### src/rtl/uart_evt_pkg.sv
package uart_evt_pkg;

    localparam int EV_W = 4;

    typedef enum int {
        EV_IDLE_CHG  = 0,
        EV_BRK_START = 1,
        EV_BRK_END   = 2,
        EV_RXBUF     = 3
    } ev_idx_e;

    typedef logic [EV_W-1:0] ev_vec_t;

    typedef struct packed {
        logic rxbuf;
        logic brk_end;
        logic brk_start;
        logic idle_chg;
    } ev_hits_t;

    typedef struct packed {
        logic rx;
        logic bit_s;
        logic start_s;
        logic stop_s;
    } line_smp_t;

    function automatic ev_vec_t w1c_apply(ev_vec_t cur, ev_vec_t clr, logic we, ev_vec_t set);
        ev_vec_t kept;
        kept = we ? (cur & ~clr) : cur;
        return kept | set;
    endfunction

endpackage

### src/rtl/uart_idle_tracker.sv
module uart_idle_tracker
    import uart_evt_pkg::*;
#(
    parameter int FRAME_BITS = 10
) (
    input  logic      clk,
    input  logic      rst,
    input  line_smp_t smp,
    output logic      idle,
    output logic      idle_chg
);
    localparam int CW = $clog2(FRAME_BITS + 1);
    localparam logic [CW-1:0] LAST = CW'(FRAME_BITS - 1);

    logic [CW-1:0] ones_cnt;
    logic          enter_now;
    logic          leave_now;

    always_comb begin
        enter_now = smp.bit_s && smp.rx && !idle && (ones_cnt == LAST);
        leave_now = smp.bit_s && !smp.rx && idle;
        idle_chg  = enter_now || leave_now;
    end

    always_ff @(posedge clk) begin
        if (rst) begin
            ones_cnt <= '0;
            idle     <= 1'b0;
        end else if (smp.bit_s) begin
            if (!smp.rx) begin
                ones_cnt <= '0;
                idle     <= 1'b0;
            end else begin
                if (ones_cnt != CW'(FRAME_BITS))
                    ones_cnt <= ones_cnt + 1'b1;
                if (enter_now)
                    idle <= 1'b1;
            end
        end
    end
endmodule

### src/rtl/uart_frame_monitor.sv
module uart_frame_monitor
    import uart_evt_pkg::*;
(
    input  logic      clk,
    input  logic      rst,
    input  line_smp_t smp,
    input  logic      close_req,
    output logic      brk_start,
    output logic      brk_end,
    output logic      rxbuf_done
);
    logic in_frame;
    logic all_zero;
    logic in_break;
    logic close_pend;
    logic frame_end;
    logic is_break;

    always_comb begin
        frame_end  = smp.bit_s && smp.stop_s && in_frame;
        is_break   = frame_end && all_zero && !smp.rx;
        brk_start  = is_break && !in_break;
        brk_end    = smp.bit_s && smp.rx && in_break;
        rxbuf_done = smp.bit_s && smp.stop_s && (close_pend || close_req);
    end

    always_ff @(posedge clk) begin
        if (rst) begin
            in_frame   <= 1'b0;
            all_zero   <= 1'b0;
            in_break   <= 1'b0;
            close_pend <= 1'b0;
        end else begin
            if (smp.bit_s && smp.start_s) begin
                in_frame <= 1'b1;
                all_zero <= !smp.rx;
            end else if (frame_end) begin
                in_frame <= 1'b0;
            end else if (smp.bit_s && in_frame) begin
                all_zero <= all_zero && !smp.rx;
            end

            if (brk_end)
                in_break <= 1'b0;
            else if (is_break)
                in_break <= 1'b1;

            if (smp.bit_s && smp.stop_s)
                close_pend <= 1'b0;
            else if (close_req)
                close_pend <= 1'b1;
        end
    end
endmodule

### src/rtl/uart_event_reg.sv
module uart_event_reg
    import uart_evt_pkg::*;
(
    input  logic     clk,
    input  logic     rst,
    input  ev_hits_t hits,
    input  logic     clr_we,
    input  ev_vec_t  clr_bits,
    input  logic     mask_we,
    input  ev_vec_t  mask_bits,
    output ev_vec_t  flags,
    output logic     irq
);
    ev_vec_t mask_q;

    always_ff @(posedge clk) begin
        if (rst) begin
            flags  <= '0;
            mask_q <= '0;
        end else begin
            flags <= w1c_apply(flags, clr_bits, clr_we, ev_vec_t'(hits));
            if (mask_we)
                mask_q <= mask_bits;
        end
    end

    always_comb irq = |(flags & mask_q);
endmodule

### src/rtl/uart_rx_line_events.sv
module uart_rx_line_events
    import uart_evt_pkg::*;
#(
    parameter int FRAME_BITS = 10
) (
    input  logic            clk,
    input  logic            rst,
    input  logic            rx_bit,
    input  logic            bit_stb,
    input  logic            start_stb,
    input  logic            stop_stb,
    input  logic            close_req,
    input  logic            clr_we,
    input  logic [EV_W-1:0] clr_bits,
    input  logic            mask_we,
    input  logic [EV_W-1:0] mask_bits,
    output logic [EV_W-1:0] ev_flags,
    output logic            idle_live,
    output logic            irq
);
    line_smp_t smp;
    ev_hits_t  hits;
    logic      idle_chg, brk_s, brk_e, rxbuf;

    always_comb begin
        smp.rx      = rx_bit;
        smp.bit_s   = bit_stb;
        smp.start_s = start_stb;
        smp.stop_s  = stop_stb;
        hits.idle_chg  = idle_chg;
        hits.brk_start = brk_s;
        hits.brk_end   = brk_e;
        hits.rxbuf     = rxbuf;
    end

    uart_idle_tracker #(.FRAME_BITS(FRAME_BITS)) u_idle (
        .clk(clk), .rst(rst), .smp(smp), .idle(idle_live), .idle_chg(idle_chg)
    );

    uart_frame_monitor u_frame (
        .clk(clk), .rst(rst), .smp(smp), .close_req(close_req),
        .brk_start(brk_s), .brk_end(brk_e), .rxbuf_done(rxbuf)
    );

    uart_event_reg u_evreg (
        .clk(clk), .rst(rst), .hits(hits), .clr_we(clr_we), .clr_bits(clr_bits),
        .mask_we(mask_we), .mask_bits(mask_bits), .flags(ev_flags), .irq(irq)
    );
endmodule

### config.mk
export PLATFORM = sky130hd
export DESIGN_NAME = uart_rx_line_events
export DESIGN_NICKNAME = d
export VERILOG_FILES = /design/src/rtl/uart_evt_pkg.sv /design/src/rtl/uart_idle_tracker.sv /design/src/rtl/uart_frame_monitor.sv /design/src/rtl/uart_event_reg.sv /design/src/rtl/uart_rx_line_events.sv
export SDC_FILE = /design/constraint.sdc
export NUM_CORES = 1
export LEC_CHECK = 0
export BUFFER_PORTS_ARGS = -buffer_cell sky130_fd_sc_hd__clkbuf_2
export CAP_MARGIN = 20
export CELL_PAD_IN_SITES_DETAIL_PLACEMENT = 0
export CELL_PAD_IN_SITES_GLOBAL_PLACEMENT = 2
export CORE_MARGIN = 4
export CORE_UTILIZATION = 30
export CTS_CLUSTER_DIAMETER = 50
export DETAILED_ROUTE_END_ITERATION = 8
export HOLD_SLACK_MARGIN = 0.08
export MAX_ROUTING_LAYER = met4
export PLACE_DENSITY = 0.85
export REMOVE_ABC_BUFFERS = 1
export SYNTH_ARGS = -nofsm -noshare
export SYNTH_HDL_FRONTEND = slang
export SYNTH_SLANG_ARGS = --single-unit
### constraint.sdc
create_clock -name clk -period 2.9 [get_ports clk]
set_input_delay 0.145 -clock clk [delete_from_list [all_inputs] [get_ports clk]]
set_output_delay 0.145 -clock clk [all_outputs]
set_load 0.005 [all_outputs]
Word level (Yosys, flattened, before mapping)
Index checks and enable logic that the tools add are counted.
W data, S select, Z words.
Operators by class
  add/subtract/negate cells: 1
  equality and inequality tests: 5
  muxes and demuxes: 10
  bitwise gates (word level): 4
  reductions and logical operators: 28
Operators by type and width (count)
  $logic_and A1 B1 Y1: 15
  $mux W4: 3
  $and A4 B4 Y4: 2
  $mux W1: 7
  $reduce_and A2 Y1: 3
  $add A4 B1 Y4 const B: 1
  $eq A4 B4 Y1 const B: 1
  $ne A2 B1 Y1 const B: 2
  $ne A4 B4 Y1 const B: 1
  $not A4 Y4: 1
  $or A4 B4 Y4: 1
  $reduce_bool A2 Y1: 2
  $reduce_or A2 Y1: 2
  $reduce_or A4 Y1: 1
  $logic_not A1 Y1: 3
  $logic_or A1 B1 Y1: 2
  $ne A2 B2 Y1 const B: 1
Storage, ports and cells
  register bits after elaboration: 17
  input port bits: 17
  output and inout bits: 6
  logic and storage cells: 56

Longest topological paths before layout
Gate-level depths: netlist of run 1.
  word-level depth: 6
  depth in mapped cells: 5
  gate-level depth less buffers: 5

Cells and area by module
Synthesis of run 1 repeated with hierarchy kept, for this count alone.
Second synthesis, totals
  cells, all modules: 88
  area total of the unflattened synthesis: 804.5 µm²
By module, submodules not included
  uart_event_reg: times used 1, cells an instance 33, area an instance 315.3 µm², seq. area each 160.2 µm²
  uart_idle_tracker: times used 1, cells an instance 36, area an instance 301.5 µm², seq. area each 100.1 µm²
  uart_frame_monitor: times used 1, cells an instance 19, area an instance 187.7 µm², seq. area each 80.1 µm²

Least setup slack after synthesis of run 1
OpenSTA, ideal clock, no wires.
  kind: reg-to-reg
  from: reg u_idle.ones_cnt[0]
  to: reg u_idle.ones_cnt[2]
  library setup time: 70 ps
  arrival time: 1145 ps
  data required time: 2830 ps
  slack: 1685 ps
  cell stages (with the launch flop): 5
  buffers on the path: 0
  period minus slack after synthesis: 1215 ps
  cells stage by stage: dfxtp_1 inv_1 ha_1 a2111o_1 a21oi_1
On the way
  longest elaborated chain between the ends: 3
  elaborated cells between the ends (all ways): 6
  classes of those cells: add/sub (1); eq/ne (2); mux (2); reduce/logical (1)
Ends and longest elaborated chain
  start, declared: RTL line uart_idle_tracker.sv:15  | logic [CW-1:0] ones_cnt;
  start signal, assigned: RTL line uart_idle_tracker.sv:35  | ones_cnt <= ones_cnt + 1'b1;
  $add A4 B1 Y4 / $ne A4 B4 Y1 (equally long branches): RTL line uart_idle_tracker.sv:35, uart_idle_tracker.sv:34
  $mux W4 / $ne A2 B1 Y1 (equally long branches)
  $mux W4 / $reduce_and A2 Y1 (equally long branches)
Several ways; a longest one is shown, not always the timed one. The select of a mux whose other input is x is not followed.
A chain may end at the register's enable or synchronous reset.

Worst setup path after layout of run 1
Ends and elaborated chain as after synthesis.

==> results of run 1 <==
-- synthesized netlist by cell type --
master,count
nor2_1,6
nor2b_1,2
a211oi_1,1
inv_1,7
o21ai_0,2
nand2_4,1
a2111o_1,1
dfxtp_1,17
mux2i_1,4
nor3_1,1
buf_2,3
o311ai_1,1
and3_1,1
ha_1,3
nand3_1,4
nand2b_1,1
nand4_1,1
o21bai_1,1
clkbuf_1,1
a32oi_1,2
nand4b_2,1
nor3b_1,2
and4b_1,1
a211o_1,3
and4bb_1,1
nand2_1,11
a21oi_1,8
nand3b_1,1
a22oi_1,3
buf_6,2
-- layout make-up --
type | instances | area share (%)
multi-input combinational | 63 | 43.3
tap | 30 | 3.87
sequential | 17 | 35.1
clock buffer | 4 | 2.71
timing repair buffer | 23 | 12.4
inverter | 7 | 2.71
-- worst max path at each step --
stage                                    startpoint                               to  slack, ps  cells after the start
finish              u_idle.ones_cnt[0]$_SDFFE_PP0P_  u_idle.ones_cnt[2]$_SDFFE_PP0P_       1590                      4
global placement    u_idle.ones_cnt[0]$_SDFFE_PP0P_  u_idle.ones_cnt[2]$_SDFFE_PP0P_       1650                      4
global route        u_idle.ones_cnt[0]$_SDFFE_PP0P_  u_idle.ones_cnt[2]$_SDFFE_PP0P_       1470                      4
detailed placement  u_idle.ones_cnt[0]$_SDFFE_PP0P_  u_idle.ones_cnt[2]$_SDFFE_PP0P_       1610                      4
CTS                 u_idle.ones_cnt[0]$_SDFFE_PP0P_  u_idle.ones_cnt[2]$_SDFFE_PP0P_       1590                      4
floorplan           u_idle.ones_cnt[0]$_SDFFE_PP0P_  u_idle.ones_cnt[2]$_SDFFE_PP0P_       1690                      4
-- layer usage --
metal	vias up	GRT usage, %	wire length (um)
met5	-	-	0
met4	0	3.72	19
met3	2	2.77	112
met2	17	18.2	811
met1	335	11.6	766
li1	371	-	-
-- power by group through the flow --
stage / sequential [mW] / combinational [mW] / clock (mW)
6_report: 0.246 / 0.0463 / 0.120
5_1_grt: 0.248 / 0.0525 / 0.136
4_1_cts: 0.247 / 0.0469 / 0.130
3_5_place_dp: 0.252 / 0.0456 / 0
3_3_place_gp: 0.252 / 0.0453 / 0
2_1_floorplan: 0.251 / 0.0189 / 0
-- cells by family after synthesis --
family	Yosys count	share of synthesized area (%)
AOI/OAI and AO/OA	22	18.3
adders and majority gates	3	4.53
buffers and inverters	13	8.16
DFF	17	41.1
muxes	4	4.83
and+or+nand+nor	34	23.1
-- state kept, by name, summed over array words and instances (netlist names) --
| name | flops |
|---|---|
| u_idle.ones_cnt | 4 |
| u_evreg.flags | 4 |
| u_frame.in_break | 1 |
| u_frame.in_frame | 1 |
| u_frame.all_zero | 1 |
| u_frame.close_pend | 1 |
| u_evreg.mask_q | 4 |
| u_idle.idle | 1 |
-- critical path, cell delays in order (launching register included) --
cell and delay (ps):
dfxtp_1 400, inv_1 80, ha_1 220, a2111o_1 410, a21oi_1 130
-- repair_timing --
item	CTS	global route
hold endpoints to repair	1	0
gates resized for setup	0	0
hold buffers	1	0
==> reports/results.ini, run 1 <==
[status]
outcome=complete, no violations

[pwr]
p_clk_share_pct=29.1
internal_power_mw=0.316
p_total_mw=0.413
peakVddDrop_v=0.000239
power.switching_mw=0.0973
comb_power_share_pct=11.2
p_leak_nw=0.458
power_frac_seq_pct=59.7
cellPowerDensity_mw_per_mm2=425
switching_share_pct=23.6

[placed_design]
dpl_cell_area_sq_um=935
preCtsSetupSlack_ps=1610
place_inst=139
io_buffers=22
place_congestion=0.667
dp_hpwl_mm=1.32

[sta]
hold_viol=0
rsz0062_at_grt=false
relSlewSlack_pct=70.5
setup_violations=0
worst_slew_pin_slew_ps=442
holdWs_ps=97.5
clock_skew_ps=2.88
setup-tns-final_ps=0
fmax_mhz=766
drv_slew=0
min_period_ps=1310
layout_setup_ws_ps=1590
min_period_over_period_pct=45.0

[job]
max-cap-violations=0

[routing]
drt_wl_total_mm=1.71
final_antenna_net_count=0
drc=0
drt_pass1_iterations=4
via_per_inst=5.03
via_count=725
avgRoutedWirePerCell_um=11.9
drt_iter0_drc=8

[global_routing]
grt_pass1_vias=683
grt_pass1_wl_mm=2.86
grt-ovfl-total=0
grt_max_degree=22
track_usage_pct=10.5
antenna_found_initial=0

[final_layout]
regArea_sq_um=340
fin_cells=144
multi_input_area_sq_um=420
drive_gt1_share_pct=23.7
num_antenna_cells=0
mostFrequentLayoutCells=22 x clkbuf_2, 17 x dfxtp_1, 11 x nand2_1, 8 x a21oi_1, 7 x inv_1
area_growth_pct=17.2
final_nets=135
fillers=279
utilization_pct=38.2
final_design_area_no_fill_sq_um=971
final_common_cell=clkbuf_2

[setup_path]
reg2reg_slack_ps=1590
arrival_ps=1520
r2r_cells=4
r2r_start=u_idle.ones_cnt[0]$_SDFFE_PP0P_
end_kind=flip-flop
worstSetupPathType=flip-flop to flip-flop
critPathMaxFanout=5
startpoint_type=flip-flop
required_ps=3110
reg2reg_to=u_idle.ones_cnt[2]$_SDFFE_PP0P_

[worst_hold_path]
worstHoldStart=mask_bits[2]
min_to=u_evreg.mask_q[2]$_SDFFE_PP0P_
min_path_type=input port to flip-flop
holdPathStages=3

[floorplan]
fp.dieW_um=60.5
die-area_sq_mm=0.00367
pin_count=23
start_util_pct=32.5
std_cell_rows=18
core-area_sq_mm=0.00254
die_y_um=60.5

[yosys]
syn_area_sq_um=828
synth_seq_cells=17
synth.area.top_cells=dfxtp_1 41%, nand2_1 5.0%, a21oi_1 4.8%, mux2i_1 4.8%, ha_1 4.5%
syn-mean-instance-area_sq_um=8.91
synth_warnings=0
synth.distinct_cells=30
synth_top_area_cell=dfxtp_1
yosysSeqAreaShare_pct=41.1
synth_cells=93
synth.top_cell.area_share_pct=41.1

[clock_network]
cts_tree=done
clock_path_buffers=2
clock_latency_ps=280
cts_sinks=17
cts_made_buffers=3
post-cts-setup-buffers=0
clock_tree.root_cell=clkbuf_4
clk_pin_slew_worst_paths_ps=90
htree_levels=1

Note: power is estimated with default switching activity, not from simulation.
==> inputs of run 2 (changes only) <==
--- a/config.mk
+++ b/config.mk
@@ -10,12 +10,12 @@
 export CELL_PAD_IN_SITES_DETAIL_PLACEMENT = 0
 export CELL_PAD_IN_SITES_GLOBAL_PLACEMENT = 2
 export CORE_MARGIN = 4
-export CORE_UTILIZATION = 30
+export CORE_UTILIZATION = 29
 export CTS_CLUSTER_DIAMETER = 50
 export DETAILED_ROUTE_END_ITERATION = 8
 export HOLD_SLACK_MARGIN = 0.08
 export MAX_ROUTING_LAYER = met4
-export PLACE_DENSITY = 0.85
+export PLACE_DENSITY = 0.83
 export REMOVE_ABC_BUFFERS = 1
 export SYNTH_ARGS = -nofsm -noshare
 export SYNTH_HDL_FRONTEND = slang
==> constraint.sdc (replaced) <==
create_clock -name clk -period 1.3 [get_ports clk]
set_input_delay 0.065 -clock clk [delete_from_list [all_inputs] [get_ports clk]]
set_output_delay 0.065 -clock clk [all_outputs]
set_load 0.005 [all_outputs]
==> run 2 against run 1 <==
Against the previous run:
- global-route usage up 0.82 points
- combinational power rose to 2.8 times the previous value
- clock-buffer cell count down 1
- via count up 4.4%
- wire length up 11%
- design area up 11%
- die area up 3.0%
- register-to-register slack worse by 1500 ps
- sequential cell count unchanged
- critical path type unchanged
- largest power group unchanged
- highest routed layer unchanged
==> reports/results.ini, run 2 (same netlist as run 1, synthesis figures left out) <==
[final_layout]
regArea_sq_um=344  ; +1.1%
drive_gt1_share_pct=24.4  ; +0.71 points
utilization_pct=39.5  ; +1.4 points
final_nets=144  ; +6.7%
final_common_cell=clkbuf_2
num_antenna_cells=0  ; unchanged
multi_input_area_sq_um=432  ; +2.7%
fillers=286  ; +2.5%
mostFrequentLayoutCells=21 x clkbuf_2, 16 x dfxtp_1, 11 x nand2_1, 10 x dlygate4sd3_1, 8 x a21oi_1
reg_top3=u_evreg.flags: 4 flops, u_evreg.mask_q: 4 flops, u_idle.ones_cnt: 4 flops
area_growth_pct=30.5

[clock_network]
post-cts-setup-buffers=0  ; unchanged
clock_tree.root_cell=clkbuf_4
clock_path_buffers=2  ; unchanged
clk_pin_slew_worst_paths_ps=100  ; about the same
htree_levels=1  ; unchanged
cts_sinks=17  ; unchanged
cts_tree=done
clock_latency_ps=290  ; about the same
cts_made_buffers=3  ; unchanged

[global_routing]
grt_pass1_wl_mm=3.11  ; +8.7%
grt_pass1_vias=753  ; +10%
track_usage_pct=11.3  ; +0.82 points
grt-ovfl-total=0  ; unchanged
antenna_found_initial=0  ; unchanged
grt_max_degree=22  ; unchanged

[job]
max-cap-violations=0  ; unchanged

[pwr]
peakVddDrop_v=0.000412  ; +72%
p_leak_nw=0.521  ; +14%
cellPowerDensity_mw_per_mm2=893  ; +110%

[floorplan]
start_util_pct=30.3  ; -2.2 points
core-area_sq_mm=0.00273  ; +7.4%
pin_count=23  ; unchanged
std_cell_rows=19  ; +1
die-area_sq_mm=0.00378  ; +3.0%
die_y_um=61.4  ; +1.5%
fp.dieW_um=61.4  ; +1.5%

[setup_path]
cp_top_family=compound AO/OA/AOI/OAI gates
startpoint_type=flip-flop
cp_num_buf_inv=1  ; unchanged
end_kind=flip-flop
critPathMaxFanout=5  ; unchanged
arrival_ps=1450  ; -70 ps
required_ps=1520  ; -1590 ps
crit_chain=inv_1 > ha_2 > a2111o_1 > a21oi_1
crit_path_top_delay_cell=a2111o_1
worstSetupPathType=flip-flop to flip-flop
slowest_delay_ps=400  ; about the same

[status]
outcome=complete, no violations

[sta]
hold_viol=0  ; unchanged
worst_slew_pin_slew_ps=415  ; -26.5 ps
holdWs_ps=69.9  ; -27.6 ps
min_period_ps=1230  ; -72.8 ps
fmax_mhz=811  ; +5.9%
clock_skew_ps=6.24  ; +3.35 ps
relSlewSlack_pct=72.3  ; +1.8 points
setup_violations=0  ; unchanged
drv_slew=0  ; unchanged
setup-tns-final_ps=0  ; unchanged
rsz0062_at_grt=false
min_period_over_period_pct=94.8  ; +50 points

[routing]
drc=0  ; unchanged
final_antenna_net_count=0  ; unchanged
drt_pass1_iterations=4  ; unchanged
via_per_inst=4.92  ; -2.4%
avgRoutedWirePerCell_um=12.3  ; +3.6%
drt_iter0_drc=21  ; +13
drt_wl_total_mm=1.89  ; +11%
via_count=757  ; +4.4%

[placed_design]
io_buffers=22  ; unchanged
place_congestion=0.791  ; +19%
dp_hpwl_mm=1.36  ; +3.2%

[worst_hold_path]
min_path_type=input port to flip-flop

==> run 2: repair_timing <==
action,4_1_cts,5_1_grt
pin swaps,0,1
endpoints found under the setup margin,2,5
hold buffers,11,0
hold endpoints to repair,9,0
resized for setup,1,4
==> run 2: routing by layer <==
metal  GRT usage, %  wire length, um
met5              -                0
met4           4.55               13
met3           2.52              114
met2           18.0              860
met1           13.9              905
==> run 2: area by class of cell <==
cell class              instances  share of cell area (%)
multi-input cells              63                    39.9
flip-flops and latches         17                    31.8
repair buffers                 32                    19.7
well taps                      31                    3.59
inverters                       7                    2.43
clock buffers                   3                    2.08
clock inverters                 1                   0.463
==> run 2: where the power goes <==
part           switching (mW)  internal (mW)  total (mW)
logic                  0.0620         0.0658       0.128
registers              0.0113          0.538       0.550
clock network           0.173          0.114       0.287
==> run 2: path summary, 6_finish.rpt <==
| kind | end | slack, ps | depth (start not counted) | startpoint |
|---|---|---|---|---|
| setup / recovery | u_idle.ones_cnt[2]$_SDFFE_PP0P_ | 70 | 4 | u_idle.ones_cnt[0]$_SDFFE_PP0P_ |
| hold / removal | u_evreg.flags[3]$_SDFF_PP0_ | 70 | 3 | close_req |
| setup reg to reg | u_idle.ones_cnt[2]$_SDFFE_PP0P_ | 70 | 4 | u_idle.ones_cnt[0]$_SDFFE_PP0P_ |
| hold reg to reg | u_evreg.flags[1]$_SDFF_PP0_ | 490 | 2 | u_evreg.flags[1]$_SDFF_PP0_ |
==> run 2: worst min-delay path, delay by kind of cell <==
family	cells	cell delay, ps
AOI/OAI and AO/OA	2	180
buffers and inverters	1	70
==> run 2: through the flow <==
step                      total power, mW  std cells  area, sq um  setup WS [ps]
after floorplan                     0.602         87          787           85.4
after global placement              0.666        141          943           43.7
after detailed placement            0.667        141          943           6.08
after CTS                           0.991        156         1080           10.5
after global routing                 1.02        154         1080           7.17
final                               0.965        154         1080           67.4
